<file path="config.mk">
export PLATFORM = sky130hd
export DESIGN_NAME = serial_rx_core
export DESIGN_NICKNAME = d
export VERILOG_FILES = /design/src/rtl/srx_pkg.sv /design/src/rtl/srx_deser.sv /design/src/rtl/srx_fifo.sv /design/src/rtl/serial_rx_core.sv
export SDC_FILE = /design/constraint.sdc
export NUM_CORES = 1
export LEC_CHECK = 0
export BUFFER_PORTS_ARGS = -buffer_cell sky130_fd_sc_hd__buf_4
export CAP_MARGIN = 20
export CORE_UTILIZATION = 60
export DETAILED_ROUTE_END_ITERATION = 7
export HOLD_SLACK_MARGIN = 0.15
export PLACE_DENSITY = 0.79
export SYNTH_ARGS = -nofsm -noshare
export SYNTH_HDL_FRONTEND = slang
export SYNTH_HIERARCHICAL = 1
export SYNTH_SLANG_ARGS = --single-unit
</file>
<file path="constraint.sdc">
create_clock -name clk -period 6.7 [get_ports clk]
set_input_delay 1.675 -clock clk [delete_from_list [all_inputs] [get_ports clk]]
set_output_delay 1.675 -clock clk [all_outputs]
set_load 0.01 [all_outputs]
</file>
<file path="src/rtl/srx_pkg.sv">
package srx_pkg;

    localparam int DATA_W     = 8;
    localparam int OVS        = 16;
    localparam int FIFO_DEPTH = 4;

    typedef struct packed {
        logic [DATA_W-1:0] data;
        logic              xbit;
        logic              pbad;
    } rx_entry_t;

    typedef enum logic [2:0] {
        ST_IDLE,
        ST_START,
        ST_DATA,
        ST_NINTH,
        ST_STOP
    } rx_state_t;

    function automatic logic parity_bad(input logic [DATA_W-1:0] d,
                                        input logic p,
                                        input logic odd);
        return (^{d, p}) != odd;
    endfunction

endpackage

</file>
<file path="src/rtl/srx_deser.sv">
module srx_deser
    import srx_pkg::*;
#(
    parameter int OVS_N = OVS
) (
    input  logic      clk,
    input  logic      rst,
    input  logic      rxd_s,
    input  logic      tick,
    input  logic      rx_en,
    input  logic      par_en,
    input  logic      par_odd,
    input  logic      xbit_en,
    output logic      frm_valid,
    output rx_entry_t frm
);
    localparam int CW   = $clog2(OVS_N);
    localparam int HALF = OVS_N / 2;
    localparam int NW   = $clog2(DATA_W);

    rx_state_t         state;
    logic [CW-1:0]     cnt;
    logic [NW-1:0]     nbit;
    logic [DATA_W-1:0] shreg;
    logic              ninth;
    logic              has_ninth;
    logic              bit_end;

    assign has_ninth = par_en | xbit_en;
    assign bit_end   = (cnt == CW'(OVS_N - 1));

    always_ff @(posedge clk) begin
        if (rst) begin
            state     <= ST_IDLE;
            cnt       <= '0;
            nbit      <= '0;
            shreg     <= '0;
            ninth     <= 1'b0;
            frm_valid <= 1'b0;
            frm       <= '0;
        end else begin
            frm_valid <= 1'b0;
            case (state)
                ST_IDLE: begin
                    cnt  <= '0;
                    nbit <= '0;
                    if (rx_en && !rxd_s) state <= ST_START;
                end
                ST_START: if (tick) begin
                    if (rxd_s) begin
                        state <= ST_IDLE;
                    end else if (cnt == CW'(HALF - 1)) begin
                        cnt   <= '0;
                        state <= ST_DATA;
                    end else begin
                        cnt <= cnt + 1'b1;
                    end
                end
                ST_DATA: if (tick) begin
                    if (bit_end) begin
                        cnt   <= '0;
                        shreg <= {rxd_s, shreg[DATA_W-1:1]};
                        if (nbit == NW'(DATA_W - 1)) begin
                            nbit  <= '0;
                            state <= has_ninth ? ST_NINTH : ST_STOP;
                        end else begin
                            nbit <= nbit + 1'b1;
                        end
                    end else begin
                        cnt <= cnt + 1'b1;
                    end
                end
                ST_NINTH: if (tick) begin
                    if (bit_end) begin
                        cnt   <= '0;
                        ninth <= rxd_s;
                        state <= ST_STOP;
                    end else begin
                        cnt <= cnt + 1'b1;
                    end
                end
                ST_STOP: if (tick) begin
                    if (bit_end) begin
                        cnt       <= '0;
                        state     <= ST_IDLE;
                        frm_valid <= 1'b1;
                        frm.data  <= shreg;
                        frm.xbit  <= has_ninth ? ninth : rxd_s;
                        frm.pbad  <= par_en && parity_bad(shreg, ninth, par_odd);
                    end else begin
                        cnt <= cnt + 1'b1;
                    end
                end
                default: state <= ST_IDLE;
            endcase
        end
    end
endmodule

</file>
<file path="src/rtl/srx_fifo.sv">
module srx_fifo
    import srx_pkg::*;
#(
    parameter int DEPTH = FIFO_DEPTH
) (
    input  logic              clk,
    input  logic              rst,
    input  logic              push,
    input  rx_entry_t         din,
    input  logic              pop,
    output logic [DATA_W-1:0] rd_data,
    output logic              rd_xbit,
    output logic              head_pbad,
    output logic              empty,
    output logic              full
);
    localparam int PW = (DEPTH > 1) ? $clog2(DEPTH) : 1;
    localparam int LW = $clog2(DEPTH + 1);

    rx_entry_t     mem [DEPTH];
    logic [PW-1:0] wptr, rptr;
    logic [LW-1:0] level;
    logic          do_push, do_pop;

    assign empty     = (level == '0);
    assign full      = (level == LW'(DEPTH));
    assign do_push   = push && !full;
    assign do_pop    = pop && !empty;
    assign head_pbad = !empty && mem[rptr].pbad;

    function automatic logic [PW-1:0] nxt(input logic [PW-1:0] p);
        return (p == PW'(DEPTH - 1)) ? '0 : p + 1'b1;
    endfunction

    always_ff @(posedge clk) begin
        if (rst) begin
            wptr    <= '0;
            rptr    <= '0;
            level   <= '0;
            rd_data <= '0;
            rd_xbit <= 1'b0;
            for (int i = 0; i < DEPTH; i++) mem[i] <= '0;
        end else begin
            if (do_push) begin
                mem[wptr] <= din;
                wptr      <= nxt(wptr);
            end
            if (do_pop) begin
                rd_data <= mem[rptr].data;
                rd_xbit <= mem[rptr].xbit;
                rptr    <= nxt(rptr);
            end
            case ({do_push, do_pop})
                2'b10:   level <= level + 1'b1;
                2'b01:   level <= level - 1'b1;
                default: level <= level;
            endcase
        end
    end
endmodule

</file>
<file path="src/rtl/serial_rx_core.sv">
module serial_rx_core
    import srx_pkg::*;
(
    input  logic              clk,
    input  logic              rst,
    input  logic              rxd,
    input  logic              baud_tick,
    input  logic              rx_en,
    input  logic              par_en,
    input  logic              par_odd,
    input  logic              xbit_en,
    input  logic              rd_en,
    input  logic              clr_ovr,
    input  logic              clr_perr,
    input  logic              clr_done,
    output logic [DATA_W-1:0] rd_data,
    output logic              rd_xbit,
    output logic              rx_empty,
    output logic              rx_full,
    output logic              ovr_flag,
    output logic              perr_flag,
    output logic              done_flag
);
    logic [1:0] sync_q;
    logic       frm_valid;
    rx_entry_t  frm;
    logic       head_pbad;

    always_ff @(posedge clk) begin
        if (rst) sync_q <= 2'b11;
        else     sync_q <= {sync_q[0], rxd};
    end

    srx_deser #(.OVS_N(OVS)) u_deser (
        .clk(clk), .rst(rst), .rxd_s(sync_q[1]), .tick(baud_tick),
        .rx_en(rx_en), .par_en(par_en), .par_odd(par_odd), .xbit_en(xbit_en),
        .frm_valid(frm_valid), .frm(frm)
    );

    srx_fifo #(.DEPTH(FIFO_DEPTH)) u_fifo (
        .clk(clk), .rst(rst), .push(frm_valid), .din(frm), .pop(rd_en),
        .rd_data(rd_data), .rd_xbit(rd_xbit), .head_pbad(head_pbad),
        .empty(rx_empty), .full(rx_full)
    );

    always_ff @(posedge clk) begin
        if (rst) begin
            ovr_flag  <= 1'b0;
            perr_flag <= 1'b0;
            done_flag <= 1'b0;
        end else begin
            ovr_flag  <= (frm_valid && rx_full) | (ovr_flag & ~clr_ovr);
            perr_flag <= (par_en && head_pbad) | (perr_flag & ~clr_perr);
            done_flag <= frm_valid | (done_flag & ~clr_done);
        end
    end
endmodule

</file>
==> results by group <==
GRT
  – GR Util All Layers: 21.4%
  – Initial antenna violation count: 0
  – Global-route wire length before repair: 12.0 mm
  – Largest net degree at the start of global routing: 56
  – Number of global-route vias before repair: 2479
  – Gr ovfl total: 0

Worst hold path
  – WHS Endpoint: sync_q[1]
  – HP Start: sync_q[0]
  – Hold depth: 1
  – Worst hold path type: reg2reg

Worst setup path
  – Crit-path max FO: 13
  – Worst r2r dst: u_fifo/level[2]
  – Nature of the critical path endpoint: register
  – R2r worst-path depth: 9
  – Reg2Reg Setup Slack: 4.32 ns
  – Worst path slowest cell: fa_1
  – Crit path cell chain: buf_4 -> o31ai_1 -> buf_4 -> inv_1 -> ha_1 -> inv_1 -> fa_1 -> xor2_1 -> or3_1 -> a21oi_1
  – Required @ worst endpoint: 6.98 ns
  – Critical Path AT: 3.58 ns
  – Crit Reg-Reg Startpoint: u_fifo/level[0]
  – CP Buf/Inv Count: 4
  – Delay-heaviest family, CP: adder cells
  – Worst Setup Path Type: in2reg
  – Setup crit start kind: input pin
  – Delay of the slowest critical-path stage: 0.43 ns

Timing
  – FMAX: between 0.3 and 0.4 GHz
  – Slew of the pin with the lowest slew margin: 0.686 ns
  – Max-slew violations: 0
  – Tmin final: 3.30 ns
  – Slew headroom: 54.1%
  – Fin Setup TNS: 0 ns
  – Final worst slack: 3.40 ns
  – Endpoints failing setup: 0
  – Clock skew: 0.0100 ns
  – RSZ-0062 raised after global routing: no
  – Fin crit share: approximately half
  – Fin. Hold Viols: 0

Die
  – Die area: 7300 um2
  – DIE HEIGHT: 85.4 um
  – Starting density of the core: 61.8%
  – Die width: 85.4 um
  – # IOs: 26
  – # rows: 30
  – Core area: 6760 um2

CTS
  – CTS Buf Count: 9
  – H-tree depth: 3
  – CTS resizes: 0
  – Root buffer cell: clkbuf_8
  – Post-CTS setup buffer count: 0
  – CTS max path bufs: 2
  – Clk sinks: 93
  – Clk_lat worst skew: 0.36 ns
  – CTS tree: yes
  – Hold Buf Count CTS: 0
  – CTS clk-pin slew, worst paths: 0.08 ns

Drt
  – 1st-pass router iterations: 4
  – Via-to-Cell Ratio: 5.58
  – Post-route ant nets: 0
  – Initial DRC Count: 110
  – Via count: 2672
  – DRT Wirelength: 7.22 mm
  – Drt wl/cell: about 15 um
  – # DRC: 0

Cells and area
  – Layout Nets: 413
  – Register area: 2260 um2
  – Footprint of the multi-input gates: about 1800 um2
  – Area Overhead vs Synth: 9.86%
  – Fillers: 520
  – Antenna cells: 0
  – Fin area: 4590 um2
  – Fraction of final layout cells sized beyond drive strength 1: 17.8%

Place
  – PortBufs: 25
  – HPWL after DPL: 5.12 mm
  – RePlAce Congestion: 0.791
  – Post-Place Setup Slack: 3.05 ns
  – Post-DP Area: 4400 um2

Pwr
  – Peak supply drop: 137 uV
  – Lkg Pwr: 1.77 nW
  – Total power divided by cell area: 219 nW/um2
  – Total Power: roughly 1 mW

Yosys
  – Register bit total from synthesis: 93
  – Ys flop type: dfxtp_1
  – Cell area after synthesis: ~4200 um2
  – Syn_area_per_cell: 11.3 um2
  – Seq/Total Area, Yosys: 54.2%
  – EDFF count, synth: 40
  – Post-synth net total: 388
  – Gate Count Post-Synth: 369
  – Synth Warn #: 6
  – Async set or reset register ratio after synthesis: 0%
  – Synth cell types: 50

Run status
  – Status: completed

Run
  – # Max-Cap Violations: 0
## metrics by stage
step	utilization, %	hold WS, ns	std cells
floorplan	-	0.383	369
global placement	65.2	0.395	463
detailed placement	65.2	0.404	463
CTS	67.9	0.430	479
global route	67.9	0.456	479
finish	67.9	0.436	479
## logic make-up after synthesis
| kind of cell | Yosys count | share of synthesized area [%] |
|---|---|---|
| and+or+nand+nor | 155 | 21.0 |
| DFF | 93 | 54.2 |
| AOI/OAI and AO/OA | 48 | 6.77 |
| muxes | 28 | 9.71 |
| buffers and inverters | 25 | 3.03 |
| xor gates and xnor gates | 13 | 3.06 |
| adders and majority gates | 7 | 2.28 |
## power by group
group / switching (mW) / internal [mW]
sequential: 0.00691 / 0.603
combinational: 0.0194 / 0.0164
clock: 0.187 / 0.171
## flip-flops by register name, summed over array words and instances (netlist names), named ones only
signal,count
u_fifo/mem,40
u_deser/shreg,8
u_deser/frm_valid,1
done_flag,1
u_deser/cnt,4
u_deser/ninth,1
ovr_flag,1
u_fifo/rptr,2
u_fifo/level,3
u_deser/state,3
u_deser/frm,10
perr_flag,1
u_fifo/rd_xbit,1
u_fifo/rd_data,8
sync_q,2
u_deser/nbit,3
u_fifo/wptr,2
## placed cells by master, fill, tap and decap left out, drive strengths merged, types with 3 or more instances in the layout
master,netlist,layout
a21oi,27,27
mux4,10,10
nor4,3,3
buf,9,29
nand2b,10,10
and2,42,42
clkinv,0,4
a22oi,3,3
nand2,37,37
inv,10,10
nor3,3,3
xnor2,9,9
nor2b,3,3
ha,6,6
edfxtp,40,40
nor2,33,33
o21ai,9,9
clkbuf,6,11
mux2i,18,18
xor2,3,3
or2,3,3
dfxtp,53,53
nand3,7,7
## final cells by class
cell class	instances	area share, %
inverters	10	0.818
well taps	80	2.18
repair buffers	29	4.75
flip-flops and latches	93	49.3
clock inverters	5	1.12
clock buffers	11	2.86
multi-input cells	251	39.0
## how the worst max path moves through the flow
stage	depth (start not counted)	slack (ns)	endpoint	from
after floorplan	9	3.27	u_fifo/level[2]	rd_en
after global placement	10	3.12	u_fifo/level[2]	rd_en
after detailed placement	10	3.05	u_fifo/level[2]	rd_en
after CTS	10	3.41	u_fifo/level[2]	rd_en
after global routing	10	3.34	u_fifo/level[2]	rd_en
final	10	3.40	u_fifo/level[2]	rd_en
## worst reg2reg max path: stages, from the launching register on
cell     delay, ns
dfxtp_1       0.43
o31ai_1       0.10
buf_4         0.18
inv_1         0.25
ha_1          0.24
inv_1         0.07
fa_1          0.43
xor2_1        0.16
or3_1         0.31
a21oi_1       0.14
## layer usage
metal  global-route usage (%)  wire (um)  share of wire (%)
met4                     9.09        142                2.0
met3                     4.09        223                3.1
met2                     35.5       3570                 49
met5                        0          0                  0
met1                     27.5       3290                 46
## Yosys cell counts (2+ instances only)
master	number	share of area, %
nor3_1	2	0.24
mux4_2	10	5.4
xnor2_1	9	1.9
or3_1	2	0.30
nand3b_1	2	0.36
o31ai_1	2	0.36
xor2_1	3	0.63
edfxtp_1	40	29
buf_2	5	0.60
mux2i_1	18	4.3
nor4_4	2	1.0
and2_1	32	4.8
nand3_1	7	0.84
dfxtp_1	53	25
buf_6	3	0.81
nand2_1	37	3.3
ha_1	6	1.8
o22ai_1	2	0.30
and2_4	10	2.1
or2_1	2	0.30
nor2b_1	3	0.45
a22oi_1	3	0.54
a21oi_1	27	3.2
nand2b_1	10	1.5
nor2_1	32	2.9
o21ai_0	9	1.1
clkbuf_1	6	0.54
nand4_1	2	0.30
inv_1	9	0.81
Power figures use the tool's default switching activity.
